==> config.mk <==
export PLATFORM = sky130hd
export DESIGN_NAME = ser_clk_gen
export DESIGN_NICKNAME = d
export VERILOG_FILES = /design/src/rtl/ser_clk_gen_pkg.sv /design/src/rtl/ser_clk_cmd_decode.sv /design/src/rtl/ser_clk_prescale.sv /design/src/rtl/ser_clk_sync.sv /design/src/rtl/ser_clk_seq.sv /design/src/rtl/ser_clk_gen.sv
export SDC_FILE = /design/constraint.sdc
export NUM_CORES = 1
export LEC_CHECK = 0
export CAP_MARGIN = 25
export CORE_UTILIZATION = 40
export DETAILED_ROUTE_END_ITERATION = 7
export GPL_TIMING_DRIVEN = 0
export SYNTH_ARGS = -nofsm -noshare
export SYNTH_HDL_FRONTEND = slang
export SYNTH_SLANG_ARGS = --single-unit
==> constraint.sdc <==
create_clock -name clk -period 2.6 [get_ports clk]
set_input_delay 0.52 -clock clk [delete_from_list [all_inputs] [get_ports clk]]
set_output_delay 0.52 -clock clk [all_outputs]
set_load 0.02 [all_outputs]
==> src/rtl/ser_clk_gen_pkg.sv <==
package ser_clk_gen_pkg;
  localparam int DIV_W = 16;

  localparam logic [7:0] OP_SET_DIV   = 8'h86;
  localparam logic [7:0] OP_PRE_OFF   = 8'h8A;
  localparam logic [7:0] OP_PRE_ON    = 8'h8B;
  localparam logic [7:0] OP_TRI_ON    = 8'h8C;
  localparam logic [7:0] OP_TRI_OFF   = 8'h8D;
  localparam logic [7:0] OP_ADAPT_ON  = 8'h96;
  localparam logic [7:0] OP_ADAPT_OFF = 8'h97;

  typedef enum logic [1:0] {DEC_OP, DEC_LO, DEC_HI} dec_state_t;
  typedef enum logic [1:0] {PH_IDLE, PH_A, PH_B, PH_C} phase_t;

  typedef struct packed {
    logic [DIV_W-1:0] div;
    logic             pre5;
    logic             three_ph;
    logic             adapt;
  } clk_cfg_t;

  // clock level driven during a phase
  function automatic logic level_of(phase_t ph, logic three_ph);
    return three_ph ? (ph == PH_B) : (ph == PH_A);
  endfunction

  // last phase of a bit
  function automatic logic is_final(phase_t ph, logic three_ph);
    return three_ph ? (ph == PH_C) : (ph == PH_B);
  endfunction

  function automatic phase_t succ(phase_t ph);
    case (ph)
      PH_A:    return PH_B;
      PH_B:    return PH_C;
      default: return PH_IDLE;
    endcase
  endfunction
endpackage

==> src/rtl/ser_clk_cmd_decode.sv <==
module ser_clk_cmd_decode
  import ser_clk_gen_pkg::*;
#(
  parameter logic [DIV_W-1:0] DIV_RESET = '0
) (
  input  logic       clk,
  input  logic       rst_n,
  input  logic       byte_vld,
  input  logic [7:0] byte_in,
  output clk_cfg_t   cfg
);
  dec_state_t st;
  logic [7:0] lo_q;

  always_ff @(posedge clk) begin
    if (!rst_n) begin
      st           <= DEC_OP;
      lo_q         <= '0;
      cfg.div      <= DIV_RESET;
      cfg.pre5     <= 1'b1;
      cfg.three_ph <= 1'b0;
      cfg.adapt    <= 1'b0;
    end else if (byte_vld) begin
      case (st)
        DEC_OP: begin
          case (byte_in)
            OP_SET_DIV:   st           <= DEC_LO;
            OP_PRE_OFF:   cfg.pre5     <= 1'b0;
            OP_PRE_ON:    cfg.pre5     <= 1'b1;
            OP_TRI_ON:    cfg.three_ph <= 1'b1;
            OP_TRI_OFF:   cfg.three_ph <= 1'b0;
            OP_ADAPT_ON:  cfg.adapt    <= 1'b1;
            OP_ADAPT_OFF: cfg.adapt    <= 1'b0;
            default:      st           <= DEC_OP;
          endcase
        end
        DEC_LO: begin
          lo_q <= byte_in;
          st   <= DEC_HI;
        end
        default: begin
          cfg.div <= {byte_in, lo_q};
          st      <= DEC_OP;
        end
      endcase
    end
  end
endmodule

==> src/rtl/ser_clk_prescale.sv <==
module ser_clk_prescale #(
  parameter int RATIO = 5
) (
  input  logic clk,
  input  logic rst_n,
  input  logic clr,
  input  logic bypass,
  output logic tick
);
  localparam int CW = (RATIO > 1) ? $clog2(RATIO) : 1;
  localparam logic [CW-1:0] LAST = CW'(RATIO - 1);

  logic [CW-1:0] cnt;

  assign tick = bypass || (cnt == LAST);

  always_ff @(posedge clk) begin
    if (!rst_n || clr || tick) cnt <= '0;
    else                       cnt <= cnt + 1'b1;
  end
endmodule

==> src/rtl/ser_clk_sync.sv <==
module ser_clk_sync #(
  parameter int STAGES = 2
) (
  input  logic clk,
  input  logic rst_n,
  input  logic d,
  output logic q
);
  logic [STAGES-1:0] chain;

  generate
    if (STAGES == 1) begin : g_one
      always_ff @(posedge clk) begin
        if (!rst_n) chain <= '0;
        else        chain <= d;
      end
    end else begin : g_many
      always_ff @(posedge clk) begin
        if (!rst_n) chain <= '0;
        else        chain <= {chain[STAGES-2:0], d};
      end
    end
  endgenerate

  assign q = chain[STAGES-1];
endmodule

==> src/rtl/ser_clk_seq.sv <==
module ser_clk_seq
  import ser_clk_gen_pkg::*;
(
  input  logic     clk,
  input  logic     rst_n,
  input  logic     go,
  input  clk_cfg_t cfg_next,
  input  logic     tick,
  input  logic     ack,
  output logic     pre_clr,
  output logic     pre_bypass,
  output logic     sclk,
  output logic     rise,
  output logic     fall,
  output logic     done,
  output logic     busy,
  output logic     bit_start,
  output clk_cfg_t cfg_act
);
  phase_t           phase, nxt_phase;
  logic [DIV_W-1:0] hcnt;
  logic             wait_q;
  logic             elapsed, cur_high, ack_ok, advance, bit_end, nxt_three, nxt_level;

  always_comb begin
    busy      = (phase != PH_IDLE);
    elapsed   = busy && tick && (hcnt == cfg_act.div);
    cur_high  = level_of(phase, cfg_act.three_ph);
    ack_ok    = !(cfg_act.adapt && cur_high) || ack;
    advance   = (elapsed || wait_q) && ack_ok;
    bit_end   = advance && is_final(phase, cfg_act.three_ph);
    bit_start = go && (!busy || bit_end);
    if (bit_start)    nxt_phase = PH_A;
    else if (bit_end) nxt_phase = PH_IDLE;
    else if (advance) nxt_phase = succ(phase);
    else              nxt_phase = phase;
    nxt_three  = bit_start ? cfg_next.three_ph : cfg_act.three_ph;
    nxt_level  = level_of(nxt_phase, nxt_three);
    pre_clr    = bit_start || advance;
    pre_bypass = !cfg_act.pre5;
  end

  always_ff @(posedge clk) begin
    if (!rst_n) begin
      phase        <= PH_IDLE;
      hcnt         <= '0;
      wait_q       <= 1'b0;
      sclk         <= 1'b0;
      rise         <= 1'b0;
      fall         <= 1'b0;
      done         <= 1'b0;
      cfg_act.div  <= '0;
      cfg_act.pre5 <= 1'b1;
      cfg_act.three_ph <= 1'b0;
      cfg_act.adapt    <= 1'b0;
    end else begin
      phase  <= nxt_phase;
      sclk   <= nxt_level;
      rise   <= nxt_level && !sclk;
      fall   <= !nxt_level && sclk;
      done   <= bit_end;
      wait_q <= (elapsed || wait_q) && !advance;
      if (bit_start) cfg_act <= cfg_next;
      if (pre_clr)
        hcnt <= '0;
      else if (busy && tick && !elapsed && !wait_q)
        hcnt <= hcnt + 1'b1;
    end
  end
endmodule

==> src/rtl/ser_clk_gen.sv <==
module ser_clk_gen
  import ser_clk_gen_pkg::*;
#(
  parameter int               PRE_RATIO   = 5,
  parameter int               SYNC_STAGES = 2,
  parameter logic [DIV_W-1:0] DIV_RESET   = '0
) (
  input  logic       clk,
  input  logic       rst_n,
  input  logic       cfg_valid,
  input  logic [7:0] cfg_byte,
  input  logic       bit_go,
  input  logic       rtck_in,
  output logic       sclk_out,
  output logic       rise_stb,
  output logic       fall_stb,
  output logic       bit_done
);
  clk_cfg_t cfg_next, cfg_act;
  logic     tick_w, pre_clr_w, pre_bypass_w, ack_w, busy_w, bit_start_w;
  logic [DIV_W-1:0] div_act_w;
  logic     adapt_act_w;

  ser_clk_cmd_decode #(.DIV_RESET(DIV_RESET)) u_dec (
    .clk(clk), .rst_n(rst_n), .byte_vld(cfg_valid), .byte_in(cfg_byte), .cfg(cfg_next)
  );

  ser_clk_prescale #(.RATIO(PRE_RATIO)) u_pre (
    .clk(clk), .rst_n(rst_n), .clr(pre_clr_w), .bypass(pre_bypass_w), .tick(tick_w)
  );

  ser_clk_sync #(.STAGES(SYNC_STAGES)) u_sync (
    .clk(clk), .rst_n(rst_n), .d(rtck_in), .q(ack_w)
  );

  ser_clk_seq u_seq (
    .clk(clk), .rst_n(rst_n), .go(bit_go), .cfg_next(cfg_next), .tick(tick_w),
    .ack(ack_w), .pre_clr(pre_clr_w), .pre_bypass(pre_bypass_w), .sclk(sclk_out),
    .rise(rise_stb), .fall(fall_stb), .done(bit_done), .busy(busy_w),
    .bit_start(bit_start_w), .cfg_act(cfg_act)
  );

  assign div_act_w   = cfg_act.div;
  assign adapt_act_w = cfg_act.adapt;
endmodule

==> run metrics, run 1 <==
crit-path cells=inv_1 -> ha_1 -> mux2_1 -> nand3b_1 -> buf_4 -> nand4_1 -> o21ai_1 -> a211oi_2 -> or3_4 -> a311oi_2; final net count=412; I/O pins=17; Distinct cells, synth=37; placed insts=about 480; first-pass GRT wire length=11,400 um; Yosys Warn Count=0; fmax=approximately 400 MHz; Startpoint Class=flop; Pint=1.60 mW; CP peak stage delay=420 ps; Psw=0.574 mW; Total GRT Usage=17.3%; CP arrival=roughly 2700 ps; CTS Buffer Depth=2; share of cells above drive strength 1=slightly above 9%; area delta synth->final=15.7%; Rows=32; sequential fraction of the synthesis area=46.3%; Initial Util=41.9%; Flop pwr share=54.2%; final-report setup violation count=0; Final Cycle Share=95.0%; initial antenna violation count=0; status=complete, no violations; antenna-violating nets left=0; area share of the largest cell type after synthesis=46.3%; htree depth=3; minimum clock period=2470 ps; largest net degree at the start of global routing=17; total global routing overflow=0; Worst EP required=about 2900 ps; Hold-fix buffers, CTS=0; proportion of power drawn by the clock network=40.0%; CP Max Fanout=6; FF-to-FF Start=u_seq.phase[0]$_SDFF_PN0_; CTS tree=yes; WP buf/inv=2; Top Family by Delay on Critical Path=simple AND/OR/NAND/NOR gates; measured slew at the worst slew-check pin=around 660 ps; CP Capture Type=flop; Worst-path clk slew=90 ps; commonest non-fill, non-tap cell in the layout=dfxtp_1; Post-DP HPWL=4840 um; die area=8580 um2; placer congestion estimate=around 0.75; number of global-route vias before repair=2,384; Synth Area per Inst=9.12 um2; post-synthesis instance total=360; LEAKAGE=1.58 nW; Clk Latency, worst-skew pair=350 ps; max-slew violation count=0; combinational power share=under 10%; Root Driver=clkbuf_8; Total Power=2.17 mW; RSZ-0062 raised after global routing=no; Die Y=a little over 90 um; routed via count=2,460; number of synthesized flops with an enable pin=0; Relative slew margins=56.0%; Pwr per Cell Area=approximately 570 nW/um2; DRT Pass-1 Iters=4; most frequent cells in the layout=75 x dfxtp_1, 51 x nand2_1, 44 x nor2_1; max cap viols=0; reg2reg setup slack=130 ps; cell taking the most area after synthesis=dfxtp_1; Post-Layout Cell Count=498; diode count=0; CP max stage cell=or3_4; Fin Clk Skew=11.0 ps; IO buf count=15; DR iter-0 viols=41; Fillers=815; Worst Min Path Start=u_sync.chain[0]$_SDFF_PN0_; fraction of registers with async set/reset=0%; most common flop cell mapped by yosys=dfxtp_1; Residual DRC=0; Num Clock Sinks=76; Final Core Density=48.4%; CTS Buf Count=9; largest cells by area after synthesis=dfxtp_1 46%, mux2i_1 9.8%, nand2_1 5.8%, nor2_1 5.0%, xor2_1 4.8%; peak supply drop=around 300 uV; Min Hold Slack=441 ps; Vias/cell=4.94; Critical Path Start=u_seq.phase[0]$_SDFF_PN0_; Final Hold Fails=0; syn nets=between 300 and 400; flops & latches, synth=76; Die X=roughly 90 um; Total Routed Length=6640 um; Sw Ratio=between 20% and 30%; critical path class=flop to flop; drt wl/cell=13.3 um; HP Class=flop to flop; Core ar.=7850 um2; Mapped Area=between 3000 and 4000 um2
[cell usage after synthesis, types with 2 or more instances]
cell type  instances
dfxtp_1           76
nand2_1           51
nor2_1            44
mux2i_1           32
a21oi_1           27
xor2_1            18
clkbuf_1          11
inv_1             10
ha_1               8
nand4_1            8
xnor2_1            8
nand3b_1           7
o21ai_0            7
and2_1             6
nor3b_1            5
or3_1              5
and3_1             4
buf_2              4
nand3_1            4
nor3_1             4
nor4_2             3
and4_1             2
nand2b_1           2
[metal layers]
layer	track usage, %	vias up	wire, um
met4	5.64	0	120
met3	5.17	9	141
met5	0	-	0
met2	27.5	21	3000
met1	22.3	1145	3380
li1	-	1285	-
[state kept, by name, indices dropped and copies added (netlist names)]
signal         flops
u_seq.hcnt        16
u_dec.lo_q         8
u_seq.done         1
u_pre.cnt          3
u_seq.wait_q       1
u_seq.cfg_act     19
u_dec.cfg         19
u_seq.fall         1
u_seq.rise         1
u_sync.chain       2
u_seq.sclk         1
u_dec.st           2
u_seq.phase        2
[power by group through the flow]
stage / sequential [mW] / clock [mW] / combinational [mW]
detailed placement: 1.20 / 0 / 0.122
global route: 1.18 / 0.939 / 0.141
global placement: 1.20 / 0 / 0.121
finish: 1.18 / 0.869 / 0.128
floorplan: 1.21 / 0 / 0.0665
CTS: 1.18 / 0.894 / 0.126
[stage by stage]
stage	setup TNS [ps]	cell area, um2	setup WS [ps]
2_1_floorplan	0	3280	405
3_3_place_gp	-1010	3560	-106
3_5_place_dp	-1220	3560	-124
4_1_cts	0	3760	28.1
5_1_grt	0	3800	13.6
6_report	0	3800	131
[path summary, 6_finish.rpt]
| kind | endpoint | cells after the start |
|---|---|---|
| worst min-delay path | u_sync.chain[1]$_SDFF_PN0_ | 1 |
| worst min register to register | u_sync.chain[1]$_SDFF_PN0_ | 1 |
| worst max-delay path | u_seq.rise$_SDFF_PN0_ | 10 |
| worst max register to register | u_seq.rise$_SDFF_PN0_ | 10 |
[cell families (layout without fill, tap and decap cells)]
logic type | after synthesis | after routing | share of synthesized area (%)
AND/OR/NAND/NOR | 150 | 150 | 23.1
XOR/XNOR | 26 | 26 | 6.93
flip-flops | 76 | 76 | 46.3
adder cells (fa/ha/maj) | 8 | 8 | 3.05
buffers and inverters | 25 | 61 | 3.01
multiplexers | 34 | 34 | 10.4
AO/OA/AOI/OAI | 41 | 41 | 7.12
[what timing repair did]
action | 4_1_cts | 5_1_grt
buffers inserted | 2 | 3
gates cloned | 0 | 0
resized for setup | 0 | 6
pin swaps | 0 | 1
endpoints found under the setup margin | 12 | 39
[layout make-up]
cell class	count	area, um2	area share (%)
plain buffers	15	66.3	1.75
repair buffers	20	188	4.94
well taps	102	128	3.36
multi-input cells	259	1670	43.9
inverters	10	37.5	0.988
flip-flops and latches	76	1520	40.1
clock buffers	9	124	3.26
clock inverters	7	63.8	1.68
(Power assumes the default switching activity.)
==> run 2: changes to the inputs <==
Settings changed: CELL_PAD_IN_SITES_DETAIL_PLACEMENT set to 2, CELL_PAD_IN_SITES_GLOBAL_PLACEMENT set to 2, CORE_UTILIZATION 40 to 37, PLACE_DENSITY_LB_ADDON set to 0.1.
==> run 2 against run 1 <==
Effect of this change:
- clock power up 7.5%
- combinational power about the same
- critical path depth down 1
- clock skew down 3.7 ps
- worst setup slack better by 7.4 ps
- via count up 4.4%
- first-iteration DRC count up 59%
- cell area up 0.16%
- largest cell class unchanged
- total power up 3.0%
- hold slack better by 19 ps
- sequential power about the same
==> run metrics, run 2 (synthesis results as in run 1) <==
Total GRT Usage=20.3% (+3.0 points); initial antenna violation count=0 (unchanged); reg2reg setup slack=140 ps (about the same); largest net degree at the start of global routing=14 (-3); CP Max Fanout=7 (+1); share of cells above drive strength 1=8.40% (-0.69 points); CTS tree=yes; final net count=409 (-0.73%); Total Routed Length=8320 um (+25%); Pwr per Cell Area=589 nW/um2 (+2.8%); CP Capture Type=flop; Residual DRC=0 (unchanged); total global routing overflow=0 (unchanged); max-slew violation count=0 (unchanged); first-pass GRT wire length=13,800 um (+20%); final instance area=3800 um2 (+0.16%); Fillers=955 (+17%); Relative slew margins=53.3% (-2.7 points); Largest regs=u_dec.cfg x19, u_seq.cfg_act x19, u_seq.hcnt x16; routed via count=2,569 (+4.4%); Fin Clk Skew=7.31 ps (-3.71 ps); Die Y=96.2 um (+3.9%); drt wl/cell=16.6 um (+24%); final-report setup violation count=0 (unchanged); FF+latch area=1520 um2 (unchanged); Rows=34 (+6.3%); diode count=0 (unchanged); Vias/cell=5.13 (+3.8%); Min Hold Slack=460 ps (+18.8 ps); CP arrival=2730 ps (about the same); critical path class=flop to flop; area delta synth->final=15.8%; Num Clock Sinks=76 (unchanged); commonest non-fill, non-tap cell in the layout=dfxtp_1; status=complete, no violations; multi-input gate area in the final layout=1670 um2 (unchanged); Final Cycle Share=94.7% (-0.28 points); Core ar.=8640 um2 (+10%); peak supply drop=224 uV (-24%); number of global-route vias before repair=2,644 (+11%); IO buf count=15 (unchanged); placed instance area=3570 um2 (+0.21%); Startpoint Class=flop; max cap viols=0 (unchanged); DRT Pass-1 Iters=4 (unchanged); CTS Buf Count=9 (unchanged); HP Class=flop to flop; LEAKAGE=1.57 nW (-0.95%); Final Core Density=44.1% (-4.3 points); htree depth=3 (unchanged); Final Hold Fails=0 (unchanged); most frequent cells in the layout=75 x dfxtp_1, 51 x nand2_1, 44 x nor2_1; Die X=96.2 um (+3.9%); Root Driver=clkbuf_8; measured slew at the worst slew-check pin=701 ps (+40.6 ps); Clk Latency, worst-skew pair=350 ps (about the same); I/O pins=17 (unchanged); Worst-path clk slew=80 ps (about the same); die area=9260 um2 (+7.9%); placer congestion estimate=0.739 (-1.4%); antenna-violating nets left=0 (unchanged); fmax=406 MHz (+0.30%); CTS Buffer Depth=2 (unchanged); DR iter-0 viols=65 (+59%); Post-DP HPWL=6100 um (+26%); minimum clock period=2460 ps (-7.38 ps); Initial Util=38.0% (-3.8 points); Worst EP required=2870 ps (about the same)
-- run 2: cell count changes in the layout (fill, tap and decap cells not counted), sizes merged --
cell / before / now
clkbuf: 21 / 23
bufinv: 0 / 1
inv: 16 / 10
clkinvlp: 0 / 3
buf: 8 / 5
-- run 2: timing repair --
action / in CTS / in global routing
buffers inserted: 1 / 2
resized for setup: 1 / 5
endpoints found under the setup margin: 13 / 40
pin swaps: 0 / 1
hold buffers: 0 / 0
-- run 2: routing by layer --
metal	vias up	share of wire, %	global-route usage, %
met5	-	0	0
met4	0	1.8	8.46
met3	12	1.5	3.32
met2	21	49	33.8
met1	1252	48	25.9
li1	1284	-	-
-- run 2: area by class of cell --
| cell class | instances | share of cell area [%] |
|---|---|---|
| Buffer | 14 | 1.71 |
| Clock buffer | 11 | 3.72 |
| Clock inverter | 5 | 1.61 |
| Inverter | 10 | 0.987 |
| Multi-Input combinational cell | 259 | 43.9 |
| Sequential cell | 76 | 40.0 |
| Tap cell | 108 | 3.55 |
| Timing Repair Buffer | 18 | 4.54 |
-- run 2: path summary, 6_finish.rpt --
| path | from | to | depth (start not counted) |
|---|---|---|---|
| worst max-delay path | u_seq.phase[0]$_SDFF_PN0_ | u_seq.rise$_SDFF_PN0_ | 9 |
| worst min-delay path | u_dec.lo_q[3]$_SDFFE_PN0P_ | u_dec.cfg[6]$_SDFFE_PN0P_ | 2 |
| worst max register to register | u_seq.phase[0]$_SDFF_PN0_ | u_seq.rise$_SDFF_PN0_ | 9 |
| worst min register to register | u_dec.lo_q[3]$_SDFFE_PN0P_ | u_dec.cfg[6]$_SDFFE_PN0P_ | 2 |
-- run 2: through the flow --
step | total power [mW] | TNS, ps | setup WS (ps) | instances
CTS | 2.27 | 0 | 12.6 | 500
finish | 2.24 | 0 | 138 | 501
global route | 2.34 | -82.7 | -41.5 | 501
detailed placement | 1.33 | -2420 | -223 | 483
global placement | 1.33 | -2300 | -211 | 483
floorplan | 1.27 | 0 | 405 | 360
-- run 2: worst max-delay path, cell delays in order (launching register included) --
cell      delay, ps
dfxtp_2         370
inv_1           100
ha_1            230
mux2_1          300
nand3b_1        260
nand2_1         140
o21ai_2         200
mux2i_1         140
or3_4           410
a311oi_2        240
-- run 2: power by group --
| group | internal, mW | leakage, nW | switching, mW |
|---|---|---|---|
| Clock | 0.472 | 0.0918 | 0.462 |
| Combinational | 0.0541 | 0.863 | 0.0742 |
| Sequential | 1.17 | 0.614 | 0.00536 |
==> run 3: changes to the inputs <==
Settings changed: ABC_CLOCK_PERIOD_IN_PS set to 2600, MAX_ROUTING_LAYER set to met4.
==> run 3 against run 2 <==
Effect of this change:
- die area unchanged
- sequential power about the same
- first-iteration DRC count up 6.2%
- cell area unchanged
- register-to-register slack about the same
- combinational power about the same
- clock power about the same
- hold slack better by 0.84 ps
- critical path type unchanged
- largest power group unchanged
==> run metrics, run 3 (synthesis results as in run 1) <==
DR iter-0 viols=69 (+6.2%); Relative slew margins=53.0% (-0.21 points); drt wl/cell=16.6 um (+0.14%); initial antenna violation count=0 (unchanged); CP Capture Type=flop; met3 Use GR=3.55% (+0.24 points); placed instance area=3570 um2 (unchanged); Final Hold Fails=0 (unchanged); Clk Latency, worst-skew pair=350 ps (about the same); Fillers=955 (unchanged); Total Routed Length=8330 um (+0.14%); CTS tree=yes; Final Cycle Share=94.7% (about the same); fmax=406 MHz (about the same); Total GRT Usage=20.9% (+0.65 points); peak supply drop=224 uV (+0.34%); number of global-route vias before repair=2,641 (-0.11%); status=complete, no violations; HP Class=flop to flop; first-pass GRT wire length=13,800 um (+0.20%); commonest non-fill, non-tap cell in the layout=dfxtp_1; Die X=96.2 um (unchanged); total global routing overflow=0 (unchanged); Fin Clk Skew=7.36 ps (+0.0456 ps); measured slew at the worst slew-check pin=704 ps (+3.22 ps); Core ar.=8640 um2 (unchanged); Min Hold Slack=461 ps (+0.842 ps); placer congestion estimate=0.748 (+1.2%); Num Clock Sinks=76 (unchanged); Post-DP HPWL=6100 um (unchanged); max cap viols=0 (unchanged); CP Max Fanout=7 (unchanged); diode count=0 (unchanged); I/O pins=17 (unchanged); Worst-path clk slew=80 ps (about the same); routed via count=2,571 (+0.078%); Startpoint Class=flop; Largest regs=u_dec.cfg x19, u_seq.cfg_act x19, u_seq.hcnt x16; Place WS=-223 ps (unchanged); minimum clock period=2460 ps (+1.20 ps); met1 usage in global routing=26.0% (+0.097 points); Hold-fix buffers, CTS=0 (unchanged); Final Core Density=44.1% (unchanged); CTS Buf Count=9 (unchanged); GRT met2 Usage=33.7% (-0.059 points); Rows=34 (unchanged); antenna-violating nets left=0 (unchanged); Residual DRC=0 (unchanged); final instance area=3800 um2 (unchanged); Vias/cell=5.13 (about the same); multi-input gate area in the final layout=1670 um2 (unchanged); max-slew violation count=0 (unchanged); CTS Buffer Depth=2 (unchanged); share of cells above drive strength 1=8.40% (unchanged); DRT Pass-1 Iters=4 (unchanged); htree depth=3 (unchanged); Die Y=96.2 um (unchanged); Initial Util=38.0% (unchanged); final-report setup violation count=0 (unchanged); setup TNS=0 ps (unchanged); most frequent cells in the layout=75 x dfxtp_1, 51 x nand2_1, 44 x nor2_1; GRT busiest layer=met2; critical path class=flop to flop; setup ws final=137 ps (-1.20 ps); IO buf count=15 (unchanged); Worst EP required=2870 ps (about the same); Root Driver=clkbuf_8; Pwr per Cell Area=589 nW/um2 (about the same); largest net degree at the start of global routing=14 (unchanged); CP arrival=2730 ps (about the same); FF+latch area=1520 um2 (unchanged); area delta synth->final=15.8% (unchanged); LEAKAGE=1.57 nW (unchanged); die area=9260 um2 (unchanged); final net count=409 (unchanged)
[run 3: cell counts in the layout (fill, tap and decap cells not counted)]
No cell type changed its count.
[run 3: cell type report]
class | instances | share of cell area (%)
clock buffer | 11 | 3.72
sequential | 76 | 40.0
clock inverter | 5 | 1.61
timing repair buffer | 18 | 4.54
buffer | 14 | 1.71
inverter | 10 | 0.987
tap | 108 | 3.55
multi-input combinational | 259 | 43.9
[run 3: path summary, 6_finish.rpt]
check | startpoint | endpoint | slack (ps) | cells after the start
worst max-delay path | u_seq.phase[0]$_SDFF_PN0_ | u_seq.rise$_SDFF_PN0_ | 140 | 9
worst min-delay path | u_dec.lo_q[3]$_SDFFE_PN0P_ | u_dec.cfg[6]$_SDFFE_PN0P_ | 460 | 2
worst max register to register | u_seq.phase[0]$_SDFF_PN0_ | u_seq.rise$_SDFF_PN0_ | 140 | 9
worst min register to register | u_dec.lo_q[3]$_SDFFE_PN0P_ | u_dec.cfg[6]$_SDFFE_PN0P_ | 460 | 2
[run 3: metrics by stage]
step / power (mW) / std cells
detailed placement: 1.33 / 483
global route: 2.34 / 501
global placement: 1.33 / 483
floorplan: 1.27 / 360
CTS: 2.27 / 500
finish: 2.24 / 501
[run 3: repair_timing]
| action | in CTS | in global routing |
|---|---|---|
| resized for setup | 1 | 5 |
| buffers inserted | 1 | 2 |
| endpoints found under the setup margin | 13 | 40 |
| pin swaps | 0 | 1 |
| hold endpoints to repair | 0 | 0 |
[run 3: where the power goes]
| part | leakage [nW] | switching (mW) | internal, mW | total [mW] |
|---|---|---|---|---|
| sequential | 0.614 | 0.00536 | 1.17 | 1.18 |
| clock | 0.0918 | 0.463 | 0.472 | 0.935 |
| combinational | 0.863 | 0.0742 | 0.0541 | 0.128 |
| total | 1.57 | 0.543 | 1.70 | 2.24 |
[run 3: per-layer routing]
layer	share of wire [%]	wire length, um	vias up
met5	0	0	-
met4	1.8	149	0
met3	1.4	120	15
met2	49	4050	21
met1	48	4010	1253
li1	-	-	1282
[run 3: worst max-delay path: stages, from the launching register on]
cell and delay (ps):
dfxtp_2 370, inv_1 100, ha_1 230, mux2_1 300
nand3b_1 260, nand2_1 140, o21ai_2 200, mux2i_1 140
or3_4 410, a311oi_2 240
